**src/rtl/cfgport_pkg.sv**
```systemverilog
package cfgport_pkg;

  typedef struct packed {
    logic idxWr;
    logic dataWr;
    logic rdIdx;
    logic rdData;
  } cfgStrobe_t;

  // Per-register write mask; indices without a rule keep all bits.
  function automatic logic [7:0] writeMask(input logic [7:0] idx);
    logic [7:0] m;
    case (idx)
      8'h01:               m = 8'hD3;
      8'h02:               m = 8'h7F;
      8'h03, 8'h06, 8'h07: m = 8'h1F;
      8'h05:               m = 8'hF3;
      8'h08:               m = 8'h0F;
      8'h09:               m = 8'h03;
      8'h12:               m = 8'hBB;
      8'h18:               m = 8'h77;
      8'h19:               m = 8'hFB;
      8'h1B:               m = 8'hEF;
      default:             m = 8'hFF;
    endcase
    return m;
  endfunction

endpackage

```
**src/rtl/cfgport_ctrl.sv**
```systemverilog
module cfgport_ctrl
  import cfgport_pkg::*;
#(
  parameter int ADDR_W = 16,
  parameter int IDX_W = 8,
  parameter logic [ADDR_W-1:0] IDX_ADDR = 16'h00F2,
  parameter logic [IDX_W-1:0] WAIT_IDX_A = 8'h01,
  parameter logic [IDX_W-1:0] WAIT_IDX_B = 8'h04,
  parameter logic [IDX_W-1:0] WAIT_IDX_C = 8'h1A
) (
  input  logic              clk,
  input  logic              rstN,
  input  logic [ADDR_W-1:0] ioAddr,
  input  logic              ioWr,
  input  logic              ioRd,
  input  logic [IDX_W-1:0]  curIdx,
  output cfgStrobe_t        strb,
  output logic              waitUpdate
);

  localparam logic [ADDR_W-1:0] DATA_ADDR = IDX_ADDR + 1'b1;

  logic hitIdx, hitData, waitIdx;

  always_comb begin
    hitIdx      = (ioAddr == IDX_ADDR);
    hitData     = (ioAddr == DATA_ADDR);
    strb.idxWr  = ioWr & hitIdx;
    strb.dataWr = ioWr & hitData;
    strb.rdIdx  = ioRd & hitIdx;
    strb.rdData = ioRd & hitData;
    waitIdx     = (curIdx == WAIT_IDX_A) || (curIdx == WAIT_IDX_B) ||
                  (curIdx == WAIT_IDX_C);
  end

  always_ff @(posedge clk) begin
    if (!rstN) waitUpdate <= 1'b0;
    else       waitUpdate <= strb.dataWr & waitIdx;
  end

endmodule

```
**src/rtl/cfgport_datapath.sv**
```systemverilog
module cfgport_datapath
  import cfgport_pkg::*;
#(
  parameter int IDX_W = 8,
  parameter int DATA_W = 8,
  parameter int MEM_AW = 20,
  parameter int NUM_REGIONS = 5,
  parameter int NUM_SMALL = 2,
  parameter logic [MEM_AW-1:0] SHADOW_BASE = 20'hC0000,
  parameter logic [MEM_AW-1:0] SMALL_SZ = 20'h08000,
  parameter logic [MEM_AW-1:0] LARGE_SZ = 20'h10000,
  parameter logic [IDX_W-1:0] SHADOW_REG = 8'h02,
  parameter int WP_BIT = 5,
  parameter logic [IDX_W-1:0] EXTC_REG = 8'h04,
  parameter int EXTC_BIT = 0,
  parameter logic [IDX_W-1:0] INTC_REG = 8'h1A,
  parameter int INTC_BIT = 6
) (
  input  logic                   clk,
  input  logic                   rstN,
  input  cfgStrobe_t             strb,
  input  logic [DATA_W-1:0]      ioWrData,
  output logic [IDX_W-1:0]       curIdx,
  output logic [DATA_W-1:0]      ioRdData,
  output logic                   extCacheEn,
  output logic                   intCacheEn,
  output logic [NUM_REGIONS-1:0] shadowRdInt,
  output logic [NUM_REGIONS-1:0] shadowWrInt,
  input  logic [MEM_AW-1:0]      lookupAddr,
  output logic                   lookupRdInt,
  output logic                   lookupWrInt
);

  localparam int NUM_REGS = 1 << IDX_W;

  logic [DATA_W-1:0] regFile [NUM_REGS];
  logic [IDX_W-1:0]  idxQ;
  logic [DATA_W-1:0] shadowCtl;

  assign curIdx = idxQ;

  always_ff @(posedge clk) begin
    if (!rstN) begin
      idxQ <= '0;
      for (int i = 0; i < NUM_REGS; i++) regFile[i] <= '0;
    end else begin
      if (strb.idxWr) idxQ <= ioWrData[IDX_W-1:0];
      if (strb.dataWr) regFile[idxQ] <= ioWrData & writeMask(idxQ);
    end
  end

  always_comb begin
    if (strb.rdIdx)       ioRdData = DATA_W'(idxQ);
    else if (strb.rdData) ioRdData = regFile[idxQ];
    else                  ioRdData = '0;
  end

  assign shadowCtl  = regFile[SHADOW_REG];
  assign extCacheEn = regFile[EXTC_REG][EXTC_BIT];
  assign intCacheEn = ~regFile[INTC_REG][INTC_BIT];

  logic [NUM_REGIONS-1:0] regionHit;

  for (genvar g = 0; g < NUM_REGIONS; g++) begin : gRegion
    localparam logic [MEM_AW:0] BASE = (g < NUM_SMALL)
      ? ({1'b0, SHADOW_BASE} + g * {1'b0, SMALL_SZ})
      : ({1'b0, SHADOW_BASE} + NUM_SMALL * {1'b0, SMALL_SZ} +
         (g - NUM_SMALL) * {1'b0, LARGE_SZ});
    localparam logic [MEM_AW:0] LAST = BASE +
      ((g < NUM_SMALL) ? {1'b0, SMALL_SZ} : {1'b0, LARGE_SZ}) - 1'b1;

    assign shadowRdInt[g] = shadowCtl[g];
    assign shadowWrInt[g] = shadowCtl[g] & ~shadowCtl[WP_BIT];
    assign regionHit[g]   = ({1'b0, lookupAddr} >= BASE) &&
                            ({1'b0, lookupAddr} <= LAST);
  end

  assign lookupRdInt = |(regionHit & shadowRdInt);
  assign lookupWrInt = |(regionHit & shadowWrInt);

endmodule

```
**src/rtl/cfgport_top.sv**
```systemverilog
module cfgport_top
  import cfgport_pkg::*;
#(
  parameter int ADDR_W = 16,
  parameter int IDX_W = 8,
  parameter int DATA_W = 8,
  parameter int MEM_AW = 20,
  parameter int NUM_REGIONS = 5,
  parameter logic [ADDR_W-1:0] IDX_ADDR = 16'h00F2
) (
  input  logic                   clk,
  input  logic                   rstN,
  input  logic [ADDR_W-1:0]      ioAddr,
  input  logic [DATA_W-1:0]      ioWrData,
  input  logic                   ioWr,
  input  logic                   ioRd,
  output logic [DATA_W-1:0]      ioRdData,
  output logic                   extCacheEn,
  output logic                   intCacheEn,
  output logic [NUM_REGIONS-1:0] shadowRdInt,
  output logic [NUM_REGIONS-1:0] shadowWrInt,
  output logic                   waitUpdate,
  input  logic [MEM_AW-1:0]      lookupAddr,
  output logic                   lookupRdInt,
  output logic                   lookupWrInt
);

  cfgStrobe_t      strb;
  logic [IDX_W-1:0] curIdx;

  cfgport_ctrl #(
    .ADDR_W(ADDR_W), .IDX_W(IDX_W), .IDX_ADDR(IDX_ADDR)
  ) u_ctrl (
    .clk(clk), .rstN(rstN), .ioAddr(ioAddr), .ioWr(ioWr), .ioRd(ioRd),
    .curIdx(curIdx), .strb(strb), .waitUpdate(waitUpdate)
  );

  cfgport_datapath #(
    .IDX_W(IDX_W), .DATA_W(DATA_W), .MEM_AW(MEM_AW), .NUM_REGIONS(NUM_REGIONS)
  ) u_dp (
    .clk(clk), .rstN(rstN), .strb(strb), .ioWrData(ioWrData), .curIdx(curIdx),
    .ioRdData(ioRdData), .extCacheEn(extCacheEn), .intCacheEn(intCacheEn),
    .shadowRdInt(shadowRdInt), .shadowWrInt(shadowWrInt),
    .lookupAddr(lookupAddr), .lookupRdInt(lookupRdInt), .lookupWrInt(lookupWrInt)
  );

endmodule

```
**config.mk**
```make
export PLATFORM = sky130hd
export DESIGN_NAME = cfgport_top
export DESIGN_NICKNAME = d
export VERILOG_FILES = /design/src/rtl/cfgport_pkg.sv /design/src/rtl/cfgport_ctrl.sv /design/src/rtl/cfgport_datapath.sv /design/src/rtl/cfgport_top.sv
export SDC_FILE = /design/constraint.sdc
export NUM_CORES = 2
export LEC_CHECK = 0
export CORE_MARGIN = 1.5
export CORE_UTILIZATION = 35
export CTS_CLUSTER_DIAMETER = 80
export DETAILED_ROUTE_END_ITERATION = 6
export PLACE_DENSITY = 0.6
export SYNTH_ARGS = -nofsm -noshare
export SYNTH_HDL_FRONTEND = slang
export SYNTH_SLANG_ARGS = --single-unit
```
**constraint.sdc**
```tcl
create_clock -name clk -period 4.2 [get_ports clk]
set_input_delay 0.84 -clock clk [delete_from_list [all_inputs] [get_ports clk]]
set_output_delay 0.84 -clock clk [all_outputs]
set_load 0.05 [all_outputs]
```
==> out/results.txt <==
The ratio of routed vias to standard cells came out at 5.54. The tools report the setup slack on the worst flop-to-flop path as 0.95 ns. The startpoint identified for the worst register-to-register timing path is u_dp.curIdx[6]. Counting flops with a built-in enable in the synthesized netlist gives 2048. The fraction of the yosys area taken by sequential cells came out at 67.5%. In this run the power density over the cells is 401 nW/um2. Type of origin of the critical path: a flip-flop.

For the length of the first detailed-routing pass in iterations, the log shows 6. Total of flip-flops plus latches after synthesis: 2071. The first routing iteration left 8376 violations.

Data on the critical path arrives at its endpoint at 4.33 ns. After detailed routing, the average wire length per cell comes to 26.2 um. The logs give 18.7% for the worst slew margin relative to its limit and 190000 um for the sum of net half-perimeters after detailed placement. Summing all multi-input logic gate instances after layout gives 27300 um2. The total track usage is 21.3%. The post-route non-filler standard cell count was 11016. Yosys attributes the largest share of cell area to edfxtp_1, nor2_1, mux4_2, mux2i_1, clkbuf_1. The predominant post-synthesis flop cell is edfxtp_1. For the met3 track demand over resource, the log shows 3.93%.

In this run the most used layer during global routing was met2. Counting flops with an async set or reset pin after synthesis yields a share of 0%. The horizontal die dimension is 515 um. In the synthesized netlist, the cells that appear most often are nor2_1, edfxtp_1, clkbuf_1. For the remaining antenna violation count after routing, the log shows 0. The static leakage power is 0.0343 uW, and the number of instances in the placed design is 10531. The number of clock buffers inserted by TritonCTS is 213. The tools report the buffer type at the clock tree root as clkbuf_16. Final period demand of the worst path: 5.17 ns.

The overflow left after global routing is 0. The mapped netlist covers 91700 um2. The logs give 7383 for the number of nets in the layout and 260000 um2 for the core area.

The proportion of total power due to net switching works out to 21.3%. For the number of levels in the clock H-tree, the log shows 4. For the net count of the mapped netlist, the log shows 6798. TritonCTS built the clock tree. The final worst setup slack is -0.972 ns. The tools report the initial antenna violation count as 11. The tools report the starting utilization of the core area as 35.3%. The run gives 3.4% as the share of total power in combinational logic.

Leading cell type by number of instances after synthesis: nor2_1. For the largest net degree at the start of global routing, the log shows 195. The final count of hold timing violations is 0. The synthesized design spends more area on one cell type than any other, namely edfxtp_1.

Cells with a size suffix above 1 make up 24.0% of the layout. STA classifies the critical path endpoint as an output port. The flow ran to the end, but the final reports show violations. The worst hold path class was primary input to flip-flop. A synthesized cell averages 13.6 um2. The endpoint identified for the worst register-to-register timing path is u_dp.regFile[211][7].

The worst-case IR drop observed on VDD is 0.000479 V. The logs give 2071 for the clock sink count and 34.6% for the met2 usage. After filler insertion, the fill cell instance count of the layout stands at 23674. Of the total power, the clock network draws 42.7%. Input and output buffers added on the ports amount to 55. The part of the total power dissipated in sequential elements is 53.9%, and the proportion of netlist area held by the largest area contributor is 67.0%. The layout overhead on the synthesized area is 20.3%. The start point of the worst min-delay path is rstN.

The path depth of the worst reg2reg path is 4, and the final count of pins violating max slew is 0. The worst hold path was traced through 3 stages. The final cycle utilization of the critical path is 123%. The final layout contains routed wiring with a total length of 288000 um.

The tools report the placer congestion estimate as 0.888. At the later pin of the worst-skew pair, clock insertion delay measures 0.91 ns. The largest driver fanout on the critical path was 7; the footprint of the flip-flops and latches was 62000 um2.

The clock skew is 0.103 ns. The clock-pin slew on the worst setup and hold paths is 0.06 ns, and the via count of the first global-routing pass is 60244. The die covers 265000 um2. Setup violations remaining at the end of the flow were counted as 8. The logs give -1.13 ns for the worst-case setup slack after placement and 28.3% for the global routing met1 resource utilization. After synthesis, the netlist uses 84 different library cells.

71 I/O pins were placed. Routed via count: 61042. The critical path class was flip-flop to output port.

For this run, design rule violations remaining after detail routing come to 0. The run gives 3 as the maximum buffer depth of the clock tree. In this run the vertical extent of the chip is 515 um.

The post-synthesis instance total came out at 6750. The finished cells cover 110000 um2. Setup repair after global routing could not meet its margin everywhere. Cell internal power was estimated by the tool at 34800 uW.

The logs give 187 for the row count and 3.36 ns for the worst path required time. The reported net switching power was 9440 uW. During synthesis, Yosys emitted a total of 0 warnings. The checks that failed: setup timing.

The tool flagged a number of max-cap violations equal to 0. Based on the critical path, the design can be clocked at up to 0.193 GHz. For the final routed database, the setup TNS stands at -6.76 ns.

The slew at the pin closest to its max-slew limit was 1.22 ns; the wire length of the first global-routing pass was 415000 um. The tools report the cell area after placement as 101000 um2.
## kinds of logic after synthesis
group | count (synthesis) | synth area share, %
and+or+nand+nor | 2529 | 10.8
DFF | 2071 | 67.5
AOI/OAI and AO/OA | 781 | 5.42
muxes | 695 | 12.6
buffers and inverters | 674 | 3.61
## power groups by stage
stage / logic, uW / registers, uW / clock network (uW)
after floorplan: 735 / 24200 / 0
after global placement: 1450 / 24200 / 0
after detailed placement: 1470 / 24300 / 0
after CTS: 1480 / 23900 / 19100
after global routing: 1570 / 23900 / 19800
final: 1500 / 23900 / 18900
## per-layer routing
layer  share of wire, %  wire length [um]
met1                 39            111000
met2                 48            137000
met3                9.8             28200
met4                3.9             11400
met5                  0                 0
## cell type report
type	count	share of cell area [%]
inverter	15	0.0556
multi-input combinational	4005	24.8
antenna	5	0.0113
timing repair buffer	1029	8.74
clock buffer	273	5.07
sequential	2071	56.2
clock inverter	122	1.23
tap	3496	3.96
## metrics by stage
step	utilization, %	total power, uW	hold WS (ns)
after floorplan	-	24900	0.648
after global placement	39.0	25700	0.735
after detailed placement	39.0	25800	0.732
after CTS	42.1	44400	0.394
after global routing	42.4	45300	0.458
final	42.4	44200	0.451
## critical path, cell delays in order (launching register included)
cell and delay [ns]:
dfxtp_4 0.38, buf_12 0.17, buf_8 0.15, buf_4 0.17, mux4_2 0.34, nor2_1 0.05
a22oi_2 0.29, buf_4 0.17, o2111ai_1 0.18, nor4_4 0.45, buf_4 0.18, a41o_1 0.31
a32o_1 0.27, buf_12 0.15, buf_12 0.13
## sequential cells by signal, indices dropped and copies added, names as in the netlist, named ones only
register / count
u_ctrl.waitUpdate: 1
u_dp.regFile: 2048
u_dp.curIdx: 8
## timing repair
item                                    CTS  global route
pin swaps                                19            31
gates resized for setup                 122            99
setup buffers                            38            41
gates cloned                              8             2
hold buffers                              0             0
endpoints found under the setup margin    8             8
## worst max path at each step
stage | startpoint | end | slack (ns) | cells past startpoint
floorplan | flip-flop | ioRdData[3] | 0.23 | 10
global placement | flip-flop | ioRdData[7] | -1.17 | 14
detailed placement | flip-flop | ioRdData[7] | -1.13 | 11
CTS | flip-flop | ioRdData[7] | -1.11 | 13
global route | flip-flop | ioRdData[7] | -0.93 | 14
finish | flip-flop | ioRdData[5] | -0.97 | 14
## cells in the final DEF, fill, tap and decap left out, types with 15 or more instances in the layout
cell	n
nor2_1	2120
edfxtp_1	2048
buf_4	839
mux4_2	349
o21ai_0	303
mux2i_1	299
clkbuf_16	215
nand2_1	213
buf_12	99
a21oi_1	93
o221ai_1	84
o22ai_1	66
clkbuf_1	57
clkinv_1	52
clkdlybuf4s50_1	44
a22oi_1	37
nor3_1	34
mux2_2	30
clkinv_2	27
nand3_1	24
nor2b_1	18
bufinv_16	18
dfxtp_1	17
buf_6	17
o21ai_1	15
buf_16	15
Note: power is estimated with default switching activity, not from simulation.
